`src/rtl/trim_gate_pkg.sv`:
```
package trim_gate_pkg;
    localparam int ADDR_W = 8;
    localparam int DATA_W = 8;

    localparam logic [ADDR_W-1:0] A_VERSION = 8'h00;
    localparam logic [ADDR_W-1:0] A_GATE    = 8'h88;
    localparam logic [ADDR_W-1:0] A_GAIN    = 8'hF4;
    localparam logic [ADDR_W-1:0] A_OFFSET  = 8'hFD;
    localparam logic [ADDR_W-1:0] A_BANK    = 8'hFE;

    localparam logic [DATA_W-1:0] GATE_KEY   = 8'hDA;
    localparam logic [DATA_W-1:0] CODE_BANK0 = 8'h01;
    localparam logic [DATA_W-1:0] CODE_BANK1 = 8'h02;
    localparam logic [DATA_W-1:0] GATE_OPEN_RB = 8'h01;

    typedef enum logic {BANK_LO = 1'b0, BANK_HI = 1'b1} bank_t;

    typedef struct packed {
        logic              wr;
        logic              rd;
        logic [ADDR_W-1:0] addr;
        logic [DATA_W-1:0] wdata;
    } bus_req_t;

    function automatic logic [DATA_W-1:0] version_byte(input logic alt);
        return alt ? 8'hC1 : 8'hC0;
    endfunction

    function automatic logic [DATA_W-1:0] bank_code(input bank_t b);
        return (b == BANK_HI) ? CODE_BANK1 : CODE_BANK0;
    endfunction
endpackage

```
`src/rtl/trim_lock_ctrl.sv`:
```
module trim_lock_ctrl
    import trim_gate_pkg::*;
(
    input  logic     clk,
    input  logic     rst,
    input  bus_req_t req,
    output logic     open_q
);
    logic hit;
    assign hit = req.wr && (req.addr == A_GATE);

    always_ff @(posedge clk) begin
        if (rst) begin
            open_q <= 1'b0;
        end else if (hit) begin
            open_q <= (req.wdata == GATE_KEY);
        end
    end
endmodule

```
`src/rtl/trim_bank_reg.sv`:
```
module trim_bank_reg
    import trim_gate_pkg::*;
(
    input  logic     clk,
    input  logic     rst,
    input  bus_req_t req,
    output bank_t    bank_q
);
    logic hit;
    assign hit = req.wr && (req.addr == A_BANK);

    always_ff @(posedge clk) begin
        if (rst) begin
            bank_q <= BANK_LO;
        end else if (hit) begin
            if (req.wdata == CODE_BANK0) bank_q <= BANK_LO;
            else if (req.wdata == CODE_BANK1) bank_q <= BANK_HI;
        end
    end
endmodule

```
`src/rtl/trim_rd_path.sv`:
```
module trim_rd_path
    import trim_gate_pkg::*;
#(
    parameter bit         VERSION_ALT = 1'b1,
    parameter logic [3:0] TRIM_REV    = 4'h3,
    parameter logic [3:0] GAIN_CORR   = 4'h9,
    parameter logic [7:0] OFFSET_CORR = 8'hF6
) (
    input  logic              clk,
    input  logic              rst,
    input  bus_req_t          req,
    input  logic              open_q,
    input  bank_t             bank_q,
    output logic [DATA_W-1:0] rd_data,
    output logic              rd_valid
);
    localparam logic [DATA_W-1:0] GAIN_BYTE = {GAIN_CORR, TRIM_REV};
    localparam logic [DATA_W-1:0] VER_BYTE  = version_byte(VERSION_ALT);

    logic [DATA_W-1:0] trim_hi, trim_lo, sel;

    // Each bank's window byte is enabled only by the gate and its own bank
    assign trim_hi = (open_q && bank_q == BANK_HI) ? GAIN_BYTE   : '0;
    assign trim_lo = (open_q && bank_q == BANK_LO) ? OFFSET_CORR : '0;

    always_comb begin
        unique case (req.addr)
            A_VERSION: sel = VER_BYTE;
            A_GATE:    sel = open_q ? GATE_OPEN_RB : '0;
            A_BANK:    sel = bank_code(bank_q);
            A_GAIN:    sel = trim_hi;
            A_OFFSET:  sel = trim_lo;
            default:   sel = '0;
        endcase
    end

    always_ff @(posedge clk) begin
        if (rst) begin
            rd_data  <= '0;
            rd_valid <= 1'b0;
        end else begin
            rd_valid <= req.rd;
            rd_data  <= req.rd ? sel : '0;
        end
    end
endmodule

```
`src/rtl/trim_gate.sv`:
```
module trim_gate
    import trim_gate_pkg::*;
#(
    parameter bit         VERSION_ALT = 1'b1,
    parameter logic [3:0] TRIM_REV    = 4'h3,
    parameter logic [3:0] GAIN_CORR   = 4'h9,
    parameter logic [7:0] OFFSET_CORR = 8'hF6
) (
    input  logic       clk,
    input  logic       rst,
    input  logic       wr_en,
    input  logic       rd_en,
    input  logic [7:0] addr,
    input  logic [7:0] wdata,
    output logic [7:0] rd_data,
    output logic       rd_valid
);
    bus_req_t req;
    logic     gate_open;
    bank_t    bank_now;
    logic     bank_is_hi;

    assign req        = '{wr: wr_en, rd: rd_en, addr: addr, wdata: wdata};
    assign bank_is_hi = (bank_now == BANK_HI);

    trim_lock_ctrl u_lock (
        .clk(clk), .rst(rst), .req(req), .open_q(gate_open)
    );

    trim_bank_reg u_bank (
        .clk(clk), .rst(rst), .req(req), .bank_q(bank_now)
    );

    trim_rd_path #(
        .VERSION_ALT(VERSION_ALT), .TRIM_REV(TRIM_REV),
        .GAIN_CORR(GAIN_CORR), .OFFSET_CORR(OFFSET_CORR)
    ) u_rd (
        .clk(clk), .rst(rst), .req(req), .open_q(gate_open),
        .bank_q(bank_now), .rd_data(rd_data), .rd_valid(rd_valid)
    );
endmodule

```
`config.mk`:
```
export PLATFORM = sky130hd
export DESIGN_NAME = trim_gate
export DESIGN_NICKNAME = d
export VERILOG_FILES = /design/src/rtl/trim_gate_pkg.sv /design/src/rtl/trim_lock_ctrl.sv /design/src/rtl/trim_bank_reg.sv /design/src/rtl/trim_rd_path.sv /design/src/rtl/trim_gate.sv
export SDC_FILE = /design/constraint.sdc
export NUM_CORES = 1
export LEC_CHECK = 0
export CAP_MARGIN = 10
export CORE_MARGIN = 1
export CORE_UTILIZATION = 40
export CTS_CLUSTER_DIAMETER = 200
export DETAILED_ROUTE_END_ITERATION = 12
export MAX_ROUTING_LAYER = met4
export PLACE_DENSITY_LB_ADDON = 0.12
export SLEW_MARGIN = 15
export SYNTH_ARGS = -nofsm -noshare
export SYNTH_HDL_FRONTEND = slang
export SYNTH_SLANG_ARGS = --single-unit
```
`constraint.sdc`:
```
create_clock -name clk -period 4.05 [get_ports clk]
set_input_delay 1.215 -clock clk [delete_from_list [all_inputs] [get_ports clk]]
set_output_delay 1.215 -clock clk [all_outputs]
set_load 0.05 [all_outputs]
```
==> flow_summary.toml, run 1 <==
[yosys]
synth.distinct_cells = 30
synth_edf_count = 0
yosysSeqAreaShare = 0.321
synth_top_area_frac = 0.321
ys.flop_type = "dfxtp_1"
yosys-top-cells-count = "9 x dfxtp_1, 6 x nor2_1, 4 x a21oi_1, 4 x nand2_1, 4 x nand3_1"
synth_fp_nets = 84
syn_inst = 64
synth-seq-cells = 9
yosys_warnings = 0
synth_area_leaders = "dfxtp_1 32%, nor4_2 6.7%, nor2_1 4.0%"
netlist_area_sq_um = 562
ys_async_sr_fraction = 0
yosysTopAreaCell = "dfxtp_1"
syn_area_per_cell_sq_um = 8.78
synth_most_common_cell = "dfxtp_1"

[floorplanning]
die_h_um = 39.5
core_sq_um = 1300
io_pins = 29
dieArea_sq_um = 1560
die_w_um = 39.5
rows = 13
start_util = 0.432

[critical_path]
critPathCapture = "u_lock.open_q"
r2r_end = "u_rd.rd_data[7]"
startpoint = "addr[0]"
crit_chain = "clkdlybuf4s50_1 > or4_4 > nor4_2 > mux2i_1 > nor2_1"
worst-r2r-cell-count = 4
crit_required_ps = 4200
end_kind = "flop"
crit_type = "in2reg"
crit_slowest_cell = "or4_4"
rrSetupSlack_ps = 2930
crit_arrival_ps = 2800
slowest_delay_ps = 580
crit_path_start_kind = "input port"
cp_max_fo = 7
r2r_start = "u_bank.bank_q"

[detailed_routing]
drt-pass1-iter-count = 4
wl_per_cell_um = 11.1
wirelength_mm = 1.19
vias = 574
drtIter0Drc = 8
final_antenna_net_count = 0
drc = 0
via_per_inst = 5.36

[timing]
drv_slew = 0
relSlewSlack = 0.664
hold_viol_final = 0
period_minus_slack_ps = 2650
finalSetupViolations = 0
finalSetupTns_ps = 0
min_period_over_period = 0.655
fin_skew_ps = 2.44
rsz0062_at_grt = "false"
max_slew.worst_pin.slew_ps = 502
max_freq_mhz = 377
worst_hold_slack_ps = 510

[layout]
area_growth_pct = 51.4
drive_gt1_frac = 0.120
fin_util = 0.654
fin_nets = 113
n_antenna_cell = 0

[clock_tree]
ctsResizeCount = 0
h-tree-depth = 1
ctsHoldBuffers = 0
numCtsBuffers = 3
cts_sinks = 9
clockBufferDepth = 2
cts-root-buf = "clkbuf_4"
cts_tree = "built"
cts_setup_buffers = 0
clkTransAtPathRegs_ps = 60
worstSkewPairLatency_ps = 250

[power_and_ir_drop]
power_density_nw_per_um2 = 233
p_leak_nw = 0.282
p_total_mw = 0.198
vdd_ir_drop_max_mv = 0.157

[outcome]
outcome = "complete, no violations"

[job]
cap_violations = 0

[placement]
hpwl_mm = 1.01
io_buffers = 27
routabilityCongestion = 0.730

[global_routing]
grt_use_total = 0.195
grt_pass1_wl_mm = 1.97
grt-ovfl-total = 0
antenna_found_initial = 0
grt_max_degree = 12
first_global_vias = 489

[min_path]
hold_class = "reg2reg"
## routing by layer
layer,wire length [um],vias to the layer above,GRT usage
li1,-,291,-
met1,490,265,0.216
met2,631,18,0.340
met3,67,0,0.0852
met4,0,0,0
met5,0,-,-
## worst max-delay path, delay by kind of cell
family	cells	cell delay, ps
buf+inv	1	490
mux	1	210
simple gates	3	890
## power by group
part | internal, mW | switching (mW) | total (mW)
Sequential | 0.0891 | 0.000175 | 0.0892
Combinational | 0.0227 | 0.0188 | 0.0415
Clock | 0.0378 | 0.0293 | 0.0672
## final cells by class
cell class                      instances  area (sq um)
Clock buffer                            4          26.3
Fill cell                             124           450
Inverter                                1          3.75
Multi-Input combinational cell         51           352
Sequential cell                         9           180
Tap cell                               15          18.8
Timing Repair Buffer                   27           270
## state kept, by name, indices dropped and copies added, names as in the netlist
| name | flops |
|---|---|
| u_rd.rd_data | 6 |
| u_rd.rd_valid | 1 |
| u_bank.bank_q | 1 |
| u_lock.open_q | 1 |
## how the worst min path moves through the flow
stage                    endpoint  slack, ps     startpoint  depth (start not counted)
global route        u_lock.open_q        600  u_lock.open_q                          2
CTS                 u_lock.open_q        520  u_lock.open_q                          2
floorplan           u_lock.open_q        470  u_lock.open_q                          2
global placement    u_lock.open_q        500  u_lock.open_q                          2
detailed placement  u_lock.open_q        500  u_lock.open_q                          2
finish              u_lock.open_q        510  u_lock.open_q                          2
## metrics by stage
step / instance area [sq um] / cells / setup WS [ps]
after CTS: 851 / 107 / 1390
after detailed placement: 825 / 103 / 1120
final: 851 / 107 / 1400
after floorplan: 562 / 64 / 1660
after global placement: 825 / 103 / 1130
after global routing: 851 / 107 / 1300
## logic make-up after synthesis
| logic type | Yosys count | synth area share |
|---|---|---|
| simple gates | 35 | 0.421 |
| mux | 2 | 0.0356 |
| xor+xnor | 1 | 0.0156 |
| buf+inv | 4 | 0.0534 |
| compound gates | 12 | 0.147 |
| flops | 9 | 0.321 |
| other cells | 1 | 0.00668 |
## cells in the final DEF, fill, tap and decap left out
cell and count:
clkdlybuf4s50_1 27, dfxtp_1 9, nor2_1 6, a21oi_1 4
nand2_1 4, nand3_1 4, o21ai_0 3, nor4_2 3
nor2b_1 3, clkbuf_4 3, or4_4 2, nand4_1 2
mux2i_1 2, nand3b_1 2, nand2b_1 2, inv_1 1
and2b_1 1, or3b_2 1, nand4b_1 1, xor2_1 1
nor3_4 1, and2_1 1, o21a_1 1, a32oi_2 1
o22ai_1 1, a2bb2oi_1 1, o2bb2ai_1 1, and3_1 1
nor4_1 1, conb_1 1, clkbuf_1 1
(Power assumes the default switching activity.)
==> run 2, diff against run 1 <==
--- a/config.mk
+++ b/config.mk
@@ -7,7 +7,7 @@
 export LEC_CHECK = 0
 export CAP_MARGIN = 10
 export CORE_MARGIN = 1
-export CORE_UTILIZATION = 40
+export CORE_UTILIZATION = 34
 export CTS_CLUSTER_DIAMETER = 200
 export DETAILED_ROUTE_END_ITERATION = 12
 export MAX_ROUTING_LAYER = met4
==> constraint.sdc (replaced) <==
create_clock -name clk -period 2.3 [get_ports clk]
set_input_delay 0.69 -clock clk [delete_from_list [all_inputs] [get_ports clk]]
set_output_delay 0.69 -clock clk [all_outputs]
set_load 0.05 [all_outputs]
==> flow_summary.toml, run 2 (synthesis gave the netlist of run 1 again) <==
[outcome]
outcome = "complete, no violations"

[layout]
largest_reg_flops = 6
n_antenna_cell = 0
layout_commonest_cell = "clkdlybuf4s50_1"
drive_gt1_frac = 0.190
fin_nets = 121
layout_common_cells = "27 x clkdlybuf4s50_1, 9 x dfxtp_1, 8 x buf_4"
top_register = "u_rd.rd_data"
fin_area_sq_um = 912
area_growth_pct = 62.4

[power_and_ir_drop]
p_int_mw = 0.271
power_density_nw_per_um2 = 398
p_total_mw = 0.363
seqPwrFrac = 0.432
vdd_ir_drop_max_mv = 0.168
switching_share = 0.255
power_frac_clock = 0.341
p_leak_nw = 0.322
switchingPower_mw = 0.0926
combPwrFrac = 0.227

[timing]
rsz0062_at_grt = "false"
relSlewSlack = 0.656
hold_viol_final = 0
finalSetupTns_ps = 0
max_freq_mhz = 476
drv_slew = 0
finalSetupViolations = 0
period_minus_slack_ps = 2100
max_slew.worst_pin.slew_ps = 515
min_period_over_period = 0.913
fin_skew_ps = 3.84

[clock_tree]
worstSkewPairLatency_ps = 260
cts_tree = "built"
cts_sinks = 9
clkTransAtPathRegs_ps = 60
numCtsBuffers = 3
ctsResizeCount = 0
h-tree-depth = 1
clockBufferDepth = 2
cts-root-buf = "clkbuf_4"
cts_setup_buffers = 0
ctsHoldBuffers = 0

[global_routing]
antenna_found_initial = 0
grt_pass1_wl_mm = 2.30
grt-ovfl-total = 0
grt_use_total = 0.169
first_global_vias = 566
grt_max_degree = 9

[detailed_routing]
drtIter0Drc = 11
drc = 0
final_antenna_net_count = 0
wl_per_cell_um = 11.8
wirelength_mm = 1.37
vias = 610
drt-pass1-iter-count = 5
m1WireLength_um = 607
top_layer = "met4"
met2RoutedLength_um = 697
wl_met3_um = 59
via_per_inst = 5.26

[min_path]
hold_class = "reg2reg"

[floorplanning]
rows = 14
die_w_um = 42.7
io_pins = 29
core_sq_um = 1520
die_h_um = 42.7
start_util = 0.369
dieArea_sq_um = 1820

[placement]
io_buffers = 27
hpwl_mm = 1.10
placed_area_sq_um = 886
routabilityCongestion = 0.714

[critical_path]
crit_arrival_ps = 2250
crit_type = "in2reg"
crit_required_ps = 2450
crit_path_start_kind = "input port"
cp_max_fo = 2
end_kind = "flop"

[job]
cap_violations = 0
## run 2: stage by stage
step                cells  utilization  setup slack [ps]  hold slack, ps
global placement      112        0.581             -83.9             501
floorplan              64            -               433             467
CTS                   116        0.599               190             550
finish                116        0.599               201             548
detailed placement    112        0.581             -87.3             538
global route          116        0.599               148             578
## run 2: power groups by stage
| stage | clock network (mW) | registers [mW] | logic, mW |
|---|---|---|---|
| 2_1_floorplan | 0 | 0.164 | 0.0264 |
| 3_3_place_gp | 0 | 0.160 | 0.0815 |
| 3_5_place_dp | 0 | 0.161 | 0.0823 |
| 4_1_cts | 0.127 | 0.157 | 0.0829 |
| 5_1_grt | 0.140 | 0.157 | 0.0883 |
| 6_report | 0.124 | 0.157 | 0.0824 |
## run 2: final timing paths
check,to,depth (start not counted),slack (ps),start
setup reg to reg,u_rd.rd_data[1],4,1190,u_bank.bank_q
setup / recovery,u_bank.bank_q,5,200,wdata[2]
hold / removal,u_lock.open_q,2,550,u_lock.open_q
hold reg to reg,u_lock.open_q,2,550,u_lock.open_q
## run 2: per-layer routing
metal,GRT usage,up-vias
met4,0.0750,0
met5,-,-
met2,0.294,23
li1,-,308
met1,0.187,277
met3,0.0298,2
## run 2: cell type report
type	instances	area (sq um)
inverters	1	3.75
repair buffers	35	330
multi-input cells	51	352
fillers	150	612
clock buffers	4	26.3
flip-flops and latches	9	180
well taps	16	20.0
## run 2: worst max-delay path: stages
cell,delay (ps)
clkdlybuf4s50_1,420
or4_4,530
nor4_2,320
mux2i_1,210
a21oi_1,80
